## config.mk

```make
export PLATFORM = sky130hd
export DESIGN_NAME = idxcfg_port
export DESIGN_NICKNAME = d
export VERILOG_FILES = /design/src/rtl/idxcfg_pkg.sv /design/src/rtl/idxcfg_decode.sv /design/src/rtl/idxcfg_index.sv /design/src/rtl/idxcfg_regs.sv /design/src/rtl/idxcfg_port.sv
export SDC_FILE = /design/constraint.sdc
export NUM_CORES = 1
export LEC_CHECK = 0
export BUFFER_PORTS_ARGS = -buffer_cell sky130_fd_sc_hd__buf_4
export CORE_MARGIN = 4
export CORE_UTILIZATION = 45
export DETAILED_ROUTE_END_ITERATION = 10
export GPL_TIMING_DRIVEN = 0
export SYNTH_ARGS = -nofsm -noshare
export SYNTH_HDL_FRONTEND = slang
export SYNTH_SLANG_ARGS = --single-unit
```

## constraint.sdc

```tcl
create_clock -name clk -period 2.4 [get_ports clk]
set_input_delay 0.24 -clock clk [delete_from_list [all_inputs] [get_ports clk]]
set_output_delay 0.24 -clock clk [all_outputs]
set_load 0.03 [all_outputs]
```

## src/rtl/idxcfg_pkg.sv

```systemverilog
package idxcfg_pkg;

    // Classification of one bus cycle as seen by the port
    typedef enum logic [2:0] {
        CMD_IDLE   = 3'd0,
        CMD_IDX_WR = 3'd1,
        CMD_IDX_RD = 3'd2,
        CMD_DAT_WR = 3'd3,
        CMD_DAT_RD = 3'd4,
        CMD_OTHER  = 3'd5
    } bus_cmd_e;

    function automatic logic is_data_cmd(input bus_cmd_e c);
        return (c == CMD_DAT_WR) || (c == CMD_DAT_RD);
    endfunction

endpackage

```

## src/rtl/idxcfg_decode.sv

```systemverilog
module idxcfg_decode
    import idxcfg_pkg::*;
#(
    parameter int ADDR_W    = 16,
    parameter int IDX_PORT  = 'h22,
    parameter int DATA_PORT = 'h23
) (
    input  logic [ADDR_W-1:0] addr,
    input  logic              rd,
    input  logic              wr,
    output bus_cmd_e          cmd
);

    localparam logic [ADDR_W-1:0] IDX_A = ADDR_W'(IDX_PORT);
    localparam logic [ADDR_W-1:0] DAT_A = ADDR_W'(DATA_PORT);

    logic hit_idx;
    logic hit_dat;

    always_comb begin
        hit_idx = (addr == IDX_A);
        hit_dat = (addr == DAT_A);
        cmd     = CMD_IDLE;
        if (rd && wr) begin
            cmd = CMD_IDLE;             // conflicting strobes: ignored
        end else if (rd || wr) begin
            if (hit_idx) begin
                cmd = wr ? CMD_IDX_WR : CMD_IDX_RD;
            end else if (hit_dat) begin
                cmd = wr ? CMD_DAT_WR : CMD_DAT_RD;
            end else begin
                cmd = CMD_OTHER;
            end
        end
    end

endmodule

```

## src/rtl/idxcfg_index.sv

```systemverilog
module idxcfg_index
    import idxcfg_pkg::*;
#(
    parameter int DATA_W   = 8,
    parameter int IDX_BASE = 'h50,
    parameter int NUM_REGS = 16,
    localparam int SEL_W   = $clog2(NUM_REGS)
) (
    input  logic              clk,
    input  logic              rst_n,
    input  bus_cmd_e          cmd,
    input  logic [DATA_W-1:0] wdata,
    output logic              sel_valid,
    output logic [SEL_W-1:0]  sel
);

    localparam logic [DATA_W:0] LO_X = (DATA_W+1)'(IDX_BASE);
    localparam logic [DATA_W:0] HI_X = (DATA_W+1)'(IDX_BASE + NUM_REGS);

    typedef struct packed {
        logic             valid;
        logic [SEL_W-1:0] sel;
    } idx_state_t;

    idx_state_t st_d, st_q;
    logic       in_range;

    always_comb begin
        st_d     = st_q;
        in_range = ({1'b0, wdata} >= LO_X) && ({1'b0, wdata} < HI_X);
        if (cmd == CMD_IDX_WR) begin
            st_d.valid = in_range;
            st_d.sel   = in_range ? SEL_W'(wdata - DATA_W'(IDX_BASE)) : '0;
        end else if (is_data_cmd(cmd)) begin
            st_d.valid = 1'b0;          // one access consumes the selection
            st_d.sel   = '0;
        end
    end

    always_ff @(posedge clk or negedge rst_n) begin
        if (!rst_n) begin
            st_q <= '0;
        end else begin
            st_q <= st_d;
        end
    end

    assign sel_valid = st_q.valid;
    assign sel       = st_q.sel;

    AST_DATA_CONSUMES: assert property (@(posedge clk) disable iff (!rst_n)
        is_data_cmd(cmd) |=> !sel_valid) else $error("selection survived data access");

    AST_OOR_INVALID: assert property (@(posedge clk) disable iff (!rst_n)
        (cmd == CMD_IDX_WR && (wdata < DATA_W'(IDX_BASE))) |=> !sel_valid)
        else $error("low out-of-range index latched");

    AST_IDX_RD_KEEPS: assert property (@(posedge clk) disable iff (!rst_n)
        (cmd == CMD_IDX_RD) |=> ($stable(sel_valid) && $stable(sel)))
        else $error("index read disturbed selection");

endmodule

```

## src/rtl/idxcfg_regs.sv

```systemverilog
module idxcfg_regs #(
    parameter int DATA_W   = 8,
    parameter int NUM_REGS = 16,
    localparam int SEL_W   = $clog2(NUM_REGS)
) (
    input  logic              clk,
    input  logic              rst_n,
    input  logic              wr_en,
    input  logic [SEL_W-1:0]  sel,
    input  logic [DATA_W-1:0] wdata,
    output logic [DATA_W-1:0] rdata
);

    logic [NUM_REGS-1:0][DATA_W-1:0] regs_d, regs_q;

    always_comb begin
        regs_d = regs_q;
        for (int i = 0; i < NUM_REGS; i++) begin
            if (wr_en && (sel == SEL_W'(i))) begin
                regs_d[i] = wdata;
            end
        end
    end

    always_ff @(posedge clk or negedge rst_n) begin
        if (!rst_n) begin
            regs_q <= '0;
        end else begin
            regs_q <= regs_d;
        end
    end

    assign rdata = regs_q[sel];

    AST_WRITE_LANDS: assert property (@(posedge clk) disable iff (!rst_n)
        wr_en |=> (regs_q[$past(sel)] == $past(wdata)))
        else $error("register write lost");

    AST_IDLE_HOLDS: assert property (@(posedge clk) disable iff (!rst_n)
        !wr_en |=> $stable(regs_q)) else $error("register changed without write");

endmodule

```

## src/rtl/idxcfg_port.sv

```systemverilog
module idxcfg_port
    import idxcfg_pkg::*;
#(
    parameter int ADDR_W    = 16,
    parameter int DATA_W    = 8,
    parameter int IDX_PORT  = 'h22,
    parameter int DATA_PORT = 'h23,
    parameter int IDX_BASE  = 'h50,
    parameter int NUM_REGS  = 16
) (
    input  logic              clk,
    input  logic              rst_n,
    input  logic [ADDR_W-1:0] io_addr,
    input  logic              io_rd,
    input  logic              io_wr,
    input  logic [DATA_W-1:0] io_wdata,
    output logic [DATA_W-1:0] io_rdata,
    output logic              io_claim
);

    localparam int SEL_W = $clog2(NUM_REGS);

    bus_cmd_e          cmd;
    logic              sel_valid;
    logic [SEL_W-1:0]  sel;
    logic [DATA_W-1:0] reg_val;
    logic              reg_wr;
    logic              rd_claim;

    idxcfg_decode #(
        .ADDR_W   (ADDR_W),
        .IDX_PORT (IDX_PORT),
        .DATA_PORT(DATA_PORT)
    ) u_decode (
        .addr(io_addr),
        .rd  (io_rd),
        .wr  (io_wr),
        .cmd (cmd)
    );

    idxcfg_index #(
        .DATA_W  (DATA_W),
        .IDX_BASE(IDX_BASE),
        .NUM_REGS(NUM_REGS)
    ) u_index (
        .clk      (clk),
        .rst_n    (rst_n),
        .cmd      (cmd),
        .wdata    (io_wdata),
        .sel_valid(sel_valid),
        .sel      (sel)
    );

    idxcfg_regs #(
        .DATA_W  (DATA_W),
        .NUM_REGS(NUM_REGS)
    ) u_regs (
        .clk  (clk),
        .rst_n(rst_n),
        .wr_en(reg_wr),
        .sel  (sel),
        .wdata(io_wdata),
        .rdata(reg_val)
    );

    always_comb begin
        reg_wr   = (cmd == CMD_DAT_WR) && sel_valid;
        rd_claim = (cmd == CMD_DAT_RD) && sel_valid;
        io_claim = (cmd == CMD_IDX_WR) || reg_wr || rd_claim;
        io_rdata = rd_claim ? reg_val : '0;
    end

    AST_IDX_RD_FORWARD: assert property (@(posedge clk) disable iff (!rst_n)
        (cmd == CMD_IDX_RD) |-> !io_claim) else $error("index read claimed");

    AST_UNCLAIMED_ZERO: assert property (@(posedge clk) disable iff (!rst_n)
        !io_claim |-> (io_rdata == '0)) else $error("data driven while forwarding");

    AST_BACK_TO_BACK: assert property (@(posedge clk) disable iff (!rst_n)
        (is_data_cmd(cmd) && $past(is_data_cmd(cmd))) |-> !io_claim)
        else $error("second data access claimed");

    AST_DUAL_STROBE: assert property (@(posedge clk) disable iff (!rst_n)
        (io_rd && io_wr) |-> !io_claim) else $error("dual-strobe cycle claimed");

endmodule

```

==> impl_metrics.json, run 1 <==
{
  "drcViolationCount": 0,
  "final_max_slew_viol_count": 0,
  "yosys.area.top_type_share": 0.530,
  "dieArea_sq_um": 15900,
  "slew_headroom": 0.515,
  "ys_ff_latch": 133,
  "rrSetupSlack_ns": 0.09,
  "hold_viol_final": 0,
  "synth_top_area_cell": "dfrtp_1",
  "synthDistinctLibCells": 33,
  "arrival_ns": 2.13,
  "status": "finished clean",
  "netlist_area_sq_um": 6280,
  "p_leak_uw": 0.00363,
  "total_power_uw": 4900,
  "drive_gt1_frac": 0.591,
  "row_count": 42,
  "ys_top_cells_by_area": "dfrtp_1, mux2_2, mux4_2",
  "overflow": 0,
  "clkSinkCount": 133,
  "setup_viol": 0,
  "clockBufferDepth": 2,
  "first_global_vias": 4087,
  "design.core.area_sq_um": 13500,
  "cts_tree": "yes",
  "ys_seq_area_frac": 0.530,
  "io_pins": 37,
  "criticalPathCategory": "flip-flop to output port",
  "die_x_um": 126,
  "die_h_um": 126,
  "r2r-end": "u_regs.regs_q[73]$_DFFE_PN0P_",
  "routed_wirelength_um": 15200,
  "vias_per_cell": 5.80,
  "fin_util": 0.575,
  "cts_root_buffer": "clkbuf_16",
  "clock_latency_ns": 0.41,
  "reg2reg_from": "u_index.sel[2]$_DFFE_PN0P_",
  "area_growth_pct": 23.1,
  "drt_iter0_markers": 300,
  "critPathCaptureType": "output port",
  "cp-start-kind": "flip-flop",
  "hp-class": "input port to flip-flop",
  "netlist_instances": 397,
  "avgRoutedWirePerCell_um": 23.5,
  "cp_max_fo": 8,
  "min_to": "u_regs.regs_q[102]$_DFFE_PN0P_",
  "grt_max_degree": 68,
  "diodes": 0,
  "ant_nets": 0,
  "firstDrtPassIters": 4,
  "skew_ns": 0.0104,
  "finalCritPeriodShare": 0.987,
  "grt_pass1_wl_um": 23900,
  "holdPathStages": 2,
  "initial_core_util": 0.467,
  "hold_start": "io_wdata[6]",
  "avgSynthCellArea_sq_um": 15.8,
  "port_buffers": 36,
  "rsz0062_at_grt": "true",
  "fmax_ghz": 0.422,
  "gr-usage-all-layers": 0.200,
  "clkTransAtPathRegs_ns": 0.06,
  "gp_congestion": 0.847,
  "required_ns": 2.16,
  "nets": 487,
  "vdd_drop_max_mv": 0.448,
  "cts_buffers": 17,
  "period_minus_slack_ns": 2.37,
  "yosys_warnings": 0,
  "synth_fp_nets": 425,
  "max_cap_violations": 0,
  "h-tree-depth": 4,
  "dp_hpwl_um": 9940,
  "power_density_nw_per_um2": 634,
  "antenna_found_initial": 0,
  "reg2reg_depth": 6,
  "worst-slew-pin-transition_ns": 0.722,
  "vias": 3760
}
-- worst max-delay path by stage --
stage | start | cells past startpoint | to
final | u_index.sel[2]$_DFFE_PN0P_ | 6 | io_rdata[6]
after global routing | u_index.sel[2]$_DFFE_PN0P_ | 6 | io_rdata[7]
after CTS | u_index.sel[2]$_DFFE_PN0P_ | 6 | io_rdata[3]
after detailed placement | u_index.sel[2]$_DFFE_PN0P_ | 6 | io_rdata[4]
after global placement | u_index.sel[2]$_DFFE_PN0P_ | 6 | io_rdata[4]
after floorplan | u_index.sel[2]$_DFFE_PN0P_ | 5 | io_rdata[0]
-- timing repair --
item | in CTS | in global routing
setup endpoints to repair | 51 | 8
hold endpoints to repair | 66 | 0
resized for setup | 42 | 22
hold buffers | 1 | 0
pin swaps | 2 | 4
buffers inserted | 4 | 0
gates cloned | 0 | 3
-- placed cells by master, fill, tap and decap left out, types with 2 or more instances in the layout --
cell type / Yosys / layout
a22o_1: 4 / 4
and3_1: 2 / 2
and4b_1: 3 / 3
buf_12: 0 / 5
buf_2: 5 / 2
buf_4: 0 / 33
buf_6: 0 / 8
bufinv_16: 0 / 2
clkbuf_1: 16 / 13
clkbuf_16: 0 / 20
clkbuf_4: 0 / 3
clkinv_2: 0 / 3
clkinvlp_4: 0 / 5
dfrtp_1: 133 / 132
mux2_2: 128 / 128
mux2i_1: 16 / 5
mux2i_2: 0 / 7
mux2i_4: 0 / 4
mux4_2: 32 / 32
nand3_1: 6 / 6
nand3_2: 4 / 4
nand4_1: 4 / 4
nand4b_1: 4 / 4
nor2_1: 3 / 3
nor3_1: 2 / 2
nor3_4: 7 / 8
nor3b_1: 2 / 2
nor4_1: 2 / 2
o22ai_2: 0 / 7
-- area by class of cell --
type	count	area, sq um
clock inverters	12	130
fillers	1100	5720
inverters	1	3.75
flip-flops and latches	133	3330
repair buffers	45	455
multi-input cells	239	2980
well taps	176	220
clock buffers	20	447
plain buffers	22	169
-- flip-flops by register name (all words and copies together) (netlist names) --
name / count
u_index.sel: 4
u_index.sel_valid: 1
u_regs.regs_q: 128
-- critical path: stages (launching register included) --
cell,delay [ns]
dfrtp_1,0.38
buf_12,0.17
clkbuf_16,0.16
mux4_2,0.51
mux2i_2,0.22
o22ai_2,0.12
buf_6,0.15
-- synth_stat cells --
| cell | count |
|---|---|
| and2_1 | 1 |
| nand3_1 | 6 |
| nor3_4 | 7 |
| clkbuf_1 | 16 |
| and3_1 | 2 |
| mux2_2 | 128 |
| nor2b_1 | 1 |
| a22o_1 | 4 |
| nor3_1 | 2 |
| and4b_1 | 3 |
| or4_4 | 1 |
| nor4_1 | 2 |
| a21o_1 | 1 |
| or3_1 | 1 |
| nand4_1 | 4 |
| inv_1 | 1 |
| mux4_2 | 32 |
| o22ai_1 | 8 |
| o21bai_1 | 1 |
| dfrtp_1 | 133 |
| nor3b_1 | 2 |
| and4_1 | 1 |
| mux2i_1 | 16 |
| a21oi_1 | 1 |
| nand3_2 | 4 |
| nand4_2 | 1 |
| buf_1 | 3 |
| nor3_2 | 1 |
| buf_2 | 5 |
| nor2_1 | 3 |
| nand4b_1 | 4 |
| o21ai_0 | 1 |
| nor4b_4 | 1 |
-- layer usage --
layer,routed length (um),vias to the layer above,global-route usage
li1,-,1663,-
met1,6590,1974,0.268
met2,7520,109,0.326
met3,901,14,0.0529
met4,227,0,0.0568
met5,0,-,0
-- where the power goes --
part	total (uW)	internal, uW	switching [uW]
combinational	147	44.3	103
sequential	2240	2240	0.00258
clock	2510	1550	960
-- cell families (layout without fill, tap and decap cells) --
logic type      after synthesis  after routing  synth area share
compound gates               16             16            0.0175
flops                       133            133             0.530
buf+inv                      25            100            0.0159
mux                         176            176             0.370
simple gates                 47             47            0.0669
-- metrics by stage --
| step | std cells | worst slack [ns] | TNS [ns] | hold slack, ns | cell area [sq um] |
|---|---|---|---|---|---|
| after global placement | 609 | -0.347 | -8.14 | 0.482 | 6770 |
| after global routing | 648 | -0.0361 | -0.196 | 0.122 | 7730 |
| after CTS | 646 | -0.00185 | -0.00257 | 0.120 | 7550 |
| final | 648 | 0.0304 | 0 | 0.136 | 7730 |
| after detailed placement | 610 | -0.380 | -12.89 | 0.283 | 6800 |
| after floorplan | 397 | 0.229 | 0 | -0.0556 | 6280 |
Power figures use the tool's default switching activity.
==> run 2: changes to the inputs <==
BUFFER_PORTS_ARGS = -buffer_cell sky130_fd_sc_hd__buf_2   (was -buffer_cell sky130_fd_sc_hd__buf_4)
==> impl_metrics.json, run 2 (synthesis results as in run 1) <==
{
  "cp_max_fo": 9,
  "drt_iter0_markers": 249,
  "vias_per_cell": 5.85,
  "p_leak_uw": 0.00365,
  "drive_gt1_frac": 0.590,
  "initial_core_util": 0.467,
  "clkSinkCount": 133,
  "routed_wirelength_um": 15100,
  "dieArea_sq_um": 15900,
  "ant_nets": 0,
  "setup_slack_ns": 0.0104,
  "power_density_nw_per_um2": 675,
  "cts_buffers": 17,
  "total_power_uw": 5210,
  "clock_latency_ns": 0.42,
  "cp-start-kind": "flip-flop",
  "arrival_ns": 2.15,
  "diodes": 0,
  "vdd_drop_max_mv": 0.638,
  "area_growth_pct": 22.8,
  "antenna_found_initial": 0,
  "row_count": 42,
  "gp_congestion": 0.866,
  "h-tree-depth": 4,
  "dp_hpwl_um": 9770,
  "max_cap_violations": 0,
  "hold_viol_final": 0,
  "period_minus_slack_ns": 2.39,
  "avgRoutedWirePerCell_um": 23.2,
  "rsz0062_at_grt": "true",
  "drcViolationCount": 0,
  "layout_common_cells": "dfrtp_1, mux2_2, mux4_2",
  "hold_start": "io_wdata[6]",
  "firstDrtPassIters": 4,
  "worst-slew-pin-transition_ns": 0.694,
  "die_h_um": 126,
  "hp-class": "input port to flip-flop",
  "final_max_slew_viol_count": 0,
  "final.fill_count": 1111,
  "grt_max_degree": 70,
  "critPathCaptureType": "output port",
  "port_buffers": 36,
  "min_to": "u_regs.regs_q[78]$_DFFE_PN0P_",
  "io_pins": 37,
  "fmax_ghz": 0.418,
  "status": "finished clean",
  "cts_tree": "yes",
  "clockBufferDepth": 2,
  "die_x_um": 126,
  "required_ns": 2.16,
  "largest_reg_flops": 128,
  "layout_commonest_cell": "dfrtp_1",
  "grt_pass1_wl_um": 23400,
  "cp-startpoint": "u_index.sel[2]$_DFFE_PN0P_",
  "criticalPathCategory": "flip-flop to output port",
  "vias": 3795,
  "clkTransAtPathRegs_ns": 0.06,
  "regMostFlops": "u_regs.regs_q",
  "overflow": 0,
  "nets": 489,
  "cts_root_buffer": "clkbuf_16",
  "design.core.area_sq_um": 13500,
  "reg2reg_depth": 6,
  "r2r-end": "u_regs.regs_q[76]$_DFFE_PN0P_",
  "setup_viol": 0,
  "slew_headroom": 0.534,
  "reg2reg_from": "u_index.sel[2]$_DFFE_PN0P_",
  "finalCritPeriodShare": 0.996,
  "rrSetupSlack_ns": 0.09,
  "holdPathStages": 2,
  "first_global_vias": 4023,
  "gr-usage-all-layers": 0.197,
  "pre_cts_ws_ns": -0.392,
  "skew_ns": 0.00768
}
[run 2: worst max-delay path by stage]
| stage | end | cells past startpoint |
|---|---|---|
| 2_1_floorplan | io_rdata[0] | 5 |
| 3_3_place_gp | u_regs.regs_q[107]$_DFFE_PN0P_ | 1 |
| 3_5_place_dp | io_rdata[4] | 5 |
| 4_1_cts | io_rdata[6] | 6 |
| 5_1_grt | io_rdata[0] | 6 |
| 6_report | io_rdata[2] | 6 |
[run 2: layout make-up]
type | instances | area [sq um] | share of cell area
well taps | 176 | 220 | 0.0285
repair buffers | 47 | 383 | 0.0496
flip-flops and latches | 133 | 3330 | 0.432
plain buffers | 22 | 169 | 0.0219
multi-input cells | 239 | 2960 | 0.384
clock buffers | 18 | 439 | 0.0569
clock inverters | 13 | 206 | 0.0268
inverters | 1 | 3.75 | 0.000487
[run 2: layer usage]
metal	global-route usage	up-vias	share of wire
met1	0.265	2022	0.45
met2	0.321	85	0.49
li1	-	1673	-
met3	0.0529	15	0.050
met5	0	-	0
met4	0.0505	0	0.012
[run 2: worst max-delay path: stages, from the launching register on]
cell and delay [ns]:
dfrtp_1 0.38, buf_12 0.17, clkbuf_16 0.17, mux4_2 0.51, mux2i_2 0.23, o22ai_2 0.12
buf_6 0.15
[run 2: what timing repair did]
action / CTS / global route
pin swaps: 3 / 0
resized for setup: 57 / 10
setup buffers: 6 / 0
cloned: 1 / 2
hold buffers: 1 / 0
endpoints found under the hold margin: 64 / 0
endpoints found under the setup margin: 65 / 15
[run 2: power by group]
group / switching [uW] / internal (uW)
logic: 102 / 32.1
registers: 0.00267 / 2240
clock network: 969 / 1860
total: 1070 / 4140
[run 2: stage by stage]
| stage | instance area, sq um | instances | setup TNS [ns] | util | hold WS (ns) |
|---|---|---|---|---|---|
| 2_1_floorplan | 6280 | 397 | 0 | - | -0.0556 |
| 3_3_place_gp | 6680 | 609 | -93.87 | 0.497 | 0.482 |
| 3_5_place_dp | 6720 | 610 | -15.77 | 0.499 | 0.267 |
| 4_1_cts | 7620 | 647 | 0 | 0.567 | 0.175 |
| 5_1_grt | 7710 | 649 | -0.340 | 0.573 | 0.172 |
| 6_report | 7710 | 649 | 0 | 0.573 | 0.171 |
